[src/rtl/pio_pkg.sv]
package pio_pkg;

    typedef enum logic [1:0] {
        ST_IDLE   = 2'd0,
        ST_SETUP  = 2'd1,
        ST_STROBE = 2'd2,
        ST_POST   = 2'd3
    } pio_state_e;

    localparam int unsigned NUM_MODES  = 5;
    localparam int unsigned READY_NS   = 35;

    function automatic int unsigned ns2cyc(input int unsigned ns, input int unsigned clk_ns);
        return (ns + clk_ns - 1) / clk_ns;
    endfunction

    function automatic int unsigned umax(input int unsigned a, input int unsigned b);
        return (a > b) ? a : b;
    endfunction

    // minimum period, address valid to next address valid
    function automatic int unsigned period_ns(input int unsigned m);
        case (m)
            1:       return 383;
            2:       return 330;
            3:       return 180;
            4:       return 120;
            default: return 600;
        endcase
    endfunction

    function automatic int unsigned setup_ns(input int unsigned m);
        case (m)
            1:       return 50;
            4:       return 25;
            2, 3:    return 30;
            default: return 70;
        endcase
    endfunction

    function automatic int unsigned width_ns(input int unsigned m);
        case (m)
            3:       return 80;
            4:       return 70;
            default: return 290;
        endcase
    endfunction

    function automatic int unsigned recov_ns(input int unsigned m);
        case (m)
            3:       return 70;
            4:       return 25;
            default: return 0;
        endcase
    endfunction

    function automatic int unsigned hold_ns(input int unsigned m);
        case (m)
            0:       return 20;
            1:       return 15;
            default: return 10;
        endcase
    endfunction

endpackage

[src/rtl/pio_timing_rom.sv]
module pio_timing_rom
    import pio_pkg::*;
#(
    parameter int unsigned CLK_NS = 10,
    parameter int unsigned CNT_W  = 8
) (
    input  logic [2:0]       mode,
    output logic [CNT_W-1:0] setup_c,
    output logic [CNT_W-1:0] active_c,
    output logic [CNT_W-1:0] post_c,
    output logic [CNT_W-1:0] hold_c
);

    logic [CNT_W-1:0] setup_tab  [NUM_MODES];
    logic [CNT_W-1:0] active_tab [NUM_MODES];
    logic [CNT_W-1:0] post_tab   [NUM_MODES];
    logic [CNT_W-1:0] hold_tab   [NUM_MODES];

    for (genvar g = 0; g < NUM_MODES; g++) begin : g_mode
        localparam int unsigned T0   = ns2cyc(period_ns(g), CLK_NS);
        localparam int unsigned T1   = ns2cyc(setup_ns(g), CLK_NS);
        localparam int unsigned T2   = ns2cyc(width_ns(g), CLK_NS);
        localparam int unsigned T2I  = ns2cyc(recov_ns(g), CLK_NS);
        localparam int unsigned T9   = ns2cyc(hold_ns(g), CLK_NS);
        localparam int unsigned POST = umax(umax(T2I, T9), 1);
        localparam int unsigned FILL = (T0 > T1 + POST) ? (T0 - T1 - POST) : 0;
        localparam int unsigned ACT  = umax(T2, FILL);
        assign setup_tab[g]  = CNT_W'(umax(T1, 1));
        assign active_tab[g] = CNT_W'(umax(ACT, 1));
        assign post_tab[g]   = CNT_W'(POST);
        assign hold_tab[g]   = CNT_W'(umax(T9, 1));
    end

    always_comb begin
        setup_c  = setup_tab[0];
        active_c = active_tab[0];
        post_c   = post_tab[0];
        hold_c   = hold_tab[0];
        for (int i = 1; i < NUM_MODES; i++) begin
            if (mode == 3'(i)) begin
                setup_c  = setup_tab[i];
                active_c = active_tab[i];
                post_c   = post_tab[i];
                hold_c   = hold_tab[i];
            end
        end
    end

endmodule

[src/rtl/pio_wait_ctrl.sv]
module pio_wait_ctrl #(
    parameter int unsigned CNT_W = 8,
    parameter int unsigned TA_C  = 4,
    parameter int unsigned TMO_C = 125
) (
    input  logic             clk,
    input  logic             rst_n,
    input  logic             in_strobe,
    input  logic [CNT_W-1:0] elapsed,
    input  logic             iordy,
    output logic             ready_ok,
    output logic             expired
);

    localparam logic [CNT_W-1:0] TA_K  = CNT_W'(TA_C);
    localparam logic [CNT_W-1:0] LIM_K = CNT_W'(TA_C + TMO_C);

    logic ok_d, ok_q;

    always_comb begin
        ready_ok = ok_q | ((elapsed >= TA_K) & iordy);
        expired  = in_strobe & ~ready_ok & (elapsed >= LIM_K);
        ok_d     = in_strobe & ready_ok;
    end

    always_ff @(posedge clk or negedge rst_n) begin
        if (!rst_n) ok_q <= 1'b0;
        else        ok_q <= ok_d;
    end

endmodule

[src/rtl/pio_reg_seq.sv]
module pio_reg_seq
    import pio_pkg::*;
#(
    parameter int unsigned ADDR_W = 3,
    parameter int unsigned DATA_W = 8,
    parameter int unsigned CLK_NS = 10,
    parameter int unsigned TMO_NS = 1250
) (
    input  logic              clk,
    input  logic              rst_n,
    input  logic              req_valid,
    input  logic              req_write,
    input  logic [ADDR_W-1:0] req_addr,
    input  logic [DATA_W-1:0] req_wdata,
    input  logic [2:0]        req_mode,
    output logic              req_ready,
    output logic [ADDR_W-1:0] ata_addr,
    output logic              ata_rd_n,
    output logic              ata_wr_n,
    output logic              ata_data_oe,
    output logic [DATA_W-1:0] ata_wdata,
    input  logic [DATA_W-1:0] ata_rdata_in,
    input  logic              ata_iordy,
    output logic              rsp_done,
    output logic [DATA_W-1:0] rsp_rdata,
    output logic              rsp_timeout
);

    localparam int unsigned TA_C  = ns2cyc(READY_NS, CLK_NS);
    localparam int unsigned TMO_C = ns2cyc(TMO_NS, CLK_NS);
    localparam int unsigned CNT_W = $clog2(TA_C + TMO_C + ns2cyc(period_ns(0), CLK_NS) + 2);

    typedef struct packed {
        pio_state_e        st;
        logic              wr;
        logic [2:0]        mode;
        logic [ADDR_W-1:0] addr;
        logic [DATA_W-1:0] wdata;
        logic              oe;
        logic [CNT_W-1:0]  cnt;
        logic              tmo;
        logic              done;
        logic              tmo_out;
        logic [DATA_W-1:0] rdata;
    } seq_t;

    seq_t seq_d, seq_q;

    logic [CNT_W-1:0] setup_c, active_c, post_c, hold_c;
    logic [CNT_W-1:0] elapsed;
    logic             in_strobe, ready_ok, expired;

    assign elapsed   = seq_q.cnt + CNT_W'(1);
    assign in_strobe = (seq_q.st == ST_STROBE);

    pio_timing_rom #(
        .CLK_NS (CLK_NS),
        .CNT_W  (CNT_W)
    ) i_rom (
        .mode     (seq_q.mode),
        .setup_c  (setup_c),
        .active_c (active_c),
        .post_c   (post_c),
        .hold_c   (hold_c)
    );

    pio_wait_ctrl #(
        .CNT_W (CNT_W),
        .TA_C  (TA_C),
        .TMO_C (TMO_C)
    ) i_wait (
        .clk       (clk),
        .rst_n     (rst_n),
        .in_strobe (in_strobe),
        .elapsed   (elapsed),
        .iordy     (ata_iordy),
        .ready_ok  (ready_ok),
        .expired   (expired)
    );

    always_comb begin
        seq_d         = seq_q;
        seq_d.done    = 1'b0;
        seq_d.tmo_out = 1'b0;
        unique case (seq_q.st)
            ST_IDLE: begin
                if (req_valid) begin
                    seq_d.st    = ST_SETUP;
                    seq_d.wr    = req_write;
                    seq_d.mode  = req_mode;
                    seq_d.addr  = req_addr;
                    seq_d.wdata = req_wdata;
                    seq_d.oe    = req_write;
                    seq_d.cnt   = '0;
                    seq_d.tmo   = 1'b0;
                end
            end
            ST_SETUP: begin
                seq_d.cnt = elapsed;
                if (elapsed >= setup_c) begin
                    seq_d.st  = ST_STROBE;
                    seq_d.cnt = '0;
                end
            end
            ST_STROBE: begin
                seq_d.cnt = elapsed;
                if (((elapsed >= active_c) && ready_ok) || expired) begin
                    seq_d.st  = ST_POST;
                    seq_d.cnt = '0;
                    seq_d.tmo = expired;
                    if (!seq_q.wr) seq_d.rdata = ata_rdata_in;
                end
            end
            ST_POST: begin
                seq_d.cnt = elapsed;
                if (elapsed >= hold_c) seq_d.oe = 1'b0;
                if (elapsed >= post_c) begin
                    seq_d.st      = ST_IDLE;
                    seq_d.oe      = 1'b0;
                    seq_d.done    = 1'b1;
                    seq_d.tmo_out = seq_q.tmo;
                end
            end
            default: seq_d.st = ST_IDLE;
        endcase
    end

    always_ff @(posedge clk or negedge rst_n) begin
        if (!rst_n) seq_q <= '0;
        else        seq_q <= seq_d;
    end

    assign req_ready   = (seq_q.st == ST_IDLE);
    assign ata_addr    = seq_q.addr;
    assign ata_rd_n    = ~(in_strobe & ~seq_q.wr);
    assign ata_wr_n    = ~(in_strobe & seq_q.wr);
    assign ata_data_oe = seq_q.oe;
    assign ata_wdata   = seq_q.wdata;
    assign rsp_done    = seq_q.done;
    assign rsp_rdata   = seq_q.rdata;
    assign rsp_timeout = seq_q.tmo_out;

endmodule

[config.mk]
export PLATFORM = sky130hd
export DESIGN_NAME = pio_reg_seq
export DESIGN_NICKNAME = d
export VERILOG_FILES = /design/src/rtl/pio_pkg.sv /design/src/rtl/pio_timing_rom.sv /design/src/rtl/pio_wait_ctrl.sv /design/src/rtl/pio_reg_seq.sv
export SDC_FILE = /design/constraint.sdc
export NUM_CORES = 1
export LEC_CHECK = 0
export BUFFER_PORTS_ARGS = -buffer_cell sky130_fd_sc_hd__buf_2
export CORE_MARGIN = 10
export CORE_UTILIZATION = 40
export DETAILED_ROUTE_END_ITERATION = 12
export PLACE_DENSITY = 0.7
export SYNTH_ARGS = -nofsm -noshare
export SYNTH_HDL_FRONTEND = slang
export SYNTH_SLANG_ARGS = --single-unit
[constraint.sdc]
create_clock -name clk -period 6 [get_ports clk]
set_input_delay 1.2 -clock clk [delete_from_list [all_inputs] [get_ports clk]]
set_output_delay 1.2 -clock clk [all_outputs]
set_load 0.02 [all_outputs]
==> results.md <==
* Status: finished clean
* Worst Max-Slew Pin Slew at between 800 and 900 ps
* Dpl ws at ~2600 ps
* Critical path launch point type: register
* First-pass GRT wire length at around 9 mm
* Setup-failing EPs final at 0
* Layout cells sized above 1 at between 30 and 40%
* Final Cycle Share at about 56%
* Arrival time worst endpoint at between 3000 and 4000 ps
* Multi-input logic area at 1240 um^2
* Post-Layout Cell Count at roughly 330
* Clock sink count at 38
* Post-synth EDFFs at 0
* Post-route setup slack at 2630 ps
* Crit Reg-Reg Endpoint: rsp_rdata[4]
* MaxCap Viol Count at 0
* Post-route cell area at between 2000 and 3000 um^2
* Register area at 951 um^2
* Filler cell count at 577
* # placed instances at between 300 and 400
* Vias per inst at between 5 and 6
* CTS tree: yes
* Yosys reg bits at 38
* Post-CTS sizing at 0
* Dpl hpwl at between 4 and 5 mm
* Fin nets at 300
* Pleak at approximately 1.4 nW
* Final Wtd Congestion at between 0.9 and 1
* Placed inst area at between 2000 and 3000 um^2
* # IOs at 52
* Crit end category: register
* Clock Skew at around 6.4 ps
* Max Root-Sink Buffers at 2
* Yosys warnings at 0
* Setup TNS at 0 ps
* RSZ-0062 raised after global routing: false
* Congestion Overflow GR at 0
* Required time worst endpoint at 6170 ps
* Core ar. at a little under 6000 um^2
* Tot GR Track Use at between 10% and 20%
* # DRC at 0
* Mean Syn Cell Area at ~11 um^2
* Hold_ws at 505 ps
* Sequential area share after synthesis at between 30% and 40%
* CTS clk-pin slew, worst paths at around 70 ps
* Commonest non-fill, non-tap cells in the layout: buf_2, dfrtp_1, nand2_1
* Hold WC Path Type: reg2reg
* Flop2flop setup slack at about 2600 ps
* Mapped Area at 2400 um^2
* Most common cell after layout, fill and taps aside: buf_2
* Die area at ~9500 um^2
* Minimum clock period at around 3400 ps
* DRT antenna net count at 0
* P per Cell Area at between 150 and 200 nW/um^2
* Hold path start: seq_q[34]
* Total number of vias at between 1500 and 2000
* WL/cell at 15.8 um
* Starting Density at approximately 41%
* Antenna violations before repair at 0
* Reg-to-reg critical path startpoint: seq_q[11]
* Fmax at between 0.2 and 0.3 GHz
* Port buffer count at 51
* Hold Path Depth at 1
* Worst min-delay path endpoint: seq_q[34]
* CTS Buf Count at 5
* Pins Over Slew Limit at 0
* Synth Instances at ~220
* Worst slew margin at 43.0%
* Asr flop ratio synth at 100%
* Die Y at 97.5 um
* Top FF cell, synth: dfrtp_1
* Row Count at 28
* Inserted Diodes at 0
* 1st-iter DRT viols at roughly 120
* Largest net degree at the start of global routing at 39
* Worst r2r path cells at 11
* H-tree depth at 2
* Setup Buffers After CTS at 0
* Vias in the first global route at 1935
* Layout overhead on the synthesized area at 10.4%
* CTS root buffer: clkbuf_8
* Die Span X at just under 100 um
* Crit Path Category: reg2reg
* Worst VDD drop at approximately 0.000091 V
* Yosys cell types at 53
* Final wirelength at around 5.2 mm
* Worst-Skew Late Latency at 290 ps
* CP max FO at 9
* First-pass iteration count of the detailed router at 4
* Syn Nets at 267
* Final hold violation count at 0
* Cts hold-fix bufs at 0
synth_stat cells, types with 3 or more instances:
cell type	n	area [um^2]
o21ai_0	3	15.0
buf_4	20	150
xor2_1	3	26.3
a32o_1	3	30.0
o211a_1	4	40.0
nor2b_1	4	25.0
xnor2_1	3	26.3
dfrtp_1	38	951
clkbuf_1	3	11.3
mux2_4	8	120
a21oi_1	6	30.0
nand2_1	19	71.3
mux2_2	14	158
inv_1	8	30.0
and2_1	4	25.0
ha_1	17	213
nor2_1	11	41.3
nand2b_1	6	37.5
nand3_1	6	30.0
kinds of logic after synthesis:
family	synth area share [%]
simple gates	15.0
compound gates	13.7
flops	39.6
buf+inv	8.65
mux	12.0
fa+ha+maj	8.86
xor+xnor	2.19
stage by stage:
step                util [%]  total power, mW
finish                  45.0            0.456
global route            45.0            0.477
CTS                     45.0            0.464
detailed placement      43.7            0.293
global placement        43.7            0.292
floorplan                  -            0.279
worst max-delay path, stage by stage, from the launching register on:
cell,delay (ps)
dfrtp_1,500
ha_1,280
and2_1,190
nand2_1,80
xnor2_1,160
ha_1,210
a21oi_1,160
or4b_1,460
a211oi_2,280
and2_1,190
a211o_1,400
mux2_4,340
layer usage:
metal	up-vias	wire [um]	track usage (%)
met3	9	281	3.06
met1	892	2300	12.8
met5	-	0	0
li1	842	-	-
met2	50	2540	18.5
met4	0	121	5.70
registers in the layout (all words and copies together), names as in the netlist:
name and flops:
ata_wdata 8, ata_addr 3, rsp_timeout 1, rsp_rdata 8, seq_q 15, i_wait.ok_q 1
ata_data_oe 1, rsp_done 1
worst max path at each step:
stage                          from           end  slack [ps]  depth (start not counted)
after floorplan           seq_q[11]  rsp_rdata[0]        3040                         12
after global placement    seq_q[11]  rsp_rdata[1]        2680                         11
after detailed placement  seq_q[11]  rsp_rdata[3]        2620                         11
after CTS                 seq_q[11]  rsp_rdata[4]        2600                         11
after global routing      seq_q[11]  rsp_rdata[5]        2390                         11
final                     seq_q[11]  rsp_rdata[4]        2630                         11
cell type report:
class                   instances  share of cell area, %
multi-input cells             152                   46.8
clock inverters                 2                  0.378
flip-flops and latches         38                   35.9
inverters                       8                   1.13
clock buffers                   5                   2.60
well taps                      75                   3.54
repair buffers                 51                   9.63
report_power, final:
group / leakage [nW] / switching, mW / internal (mW)
combinational: 0.855 / 0.0137 / 0.0122
clock: 0.0438 / 0.0915 / 0.0781
sequential: 0.490 / 0.00186 / 0.259
(Power assumes the default switching activity.)
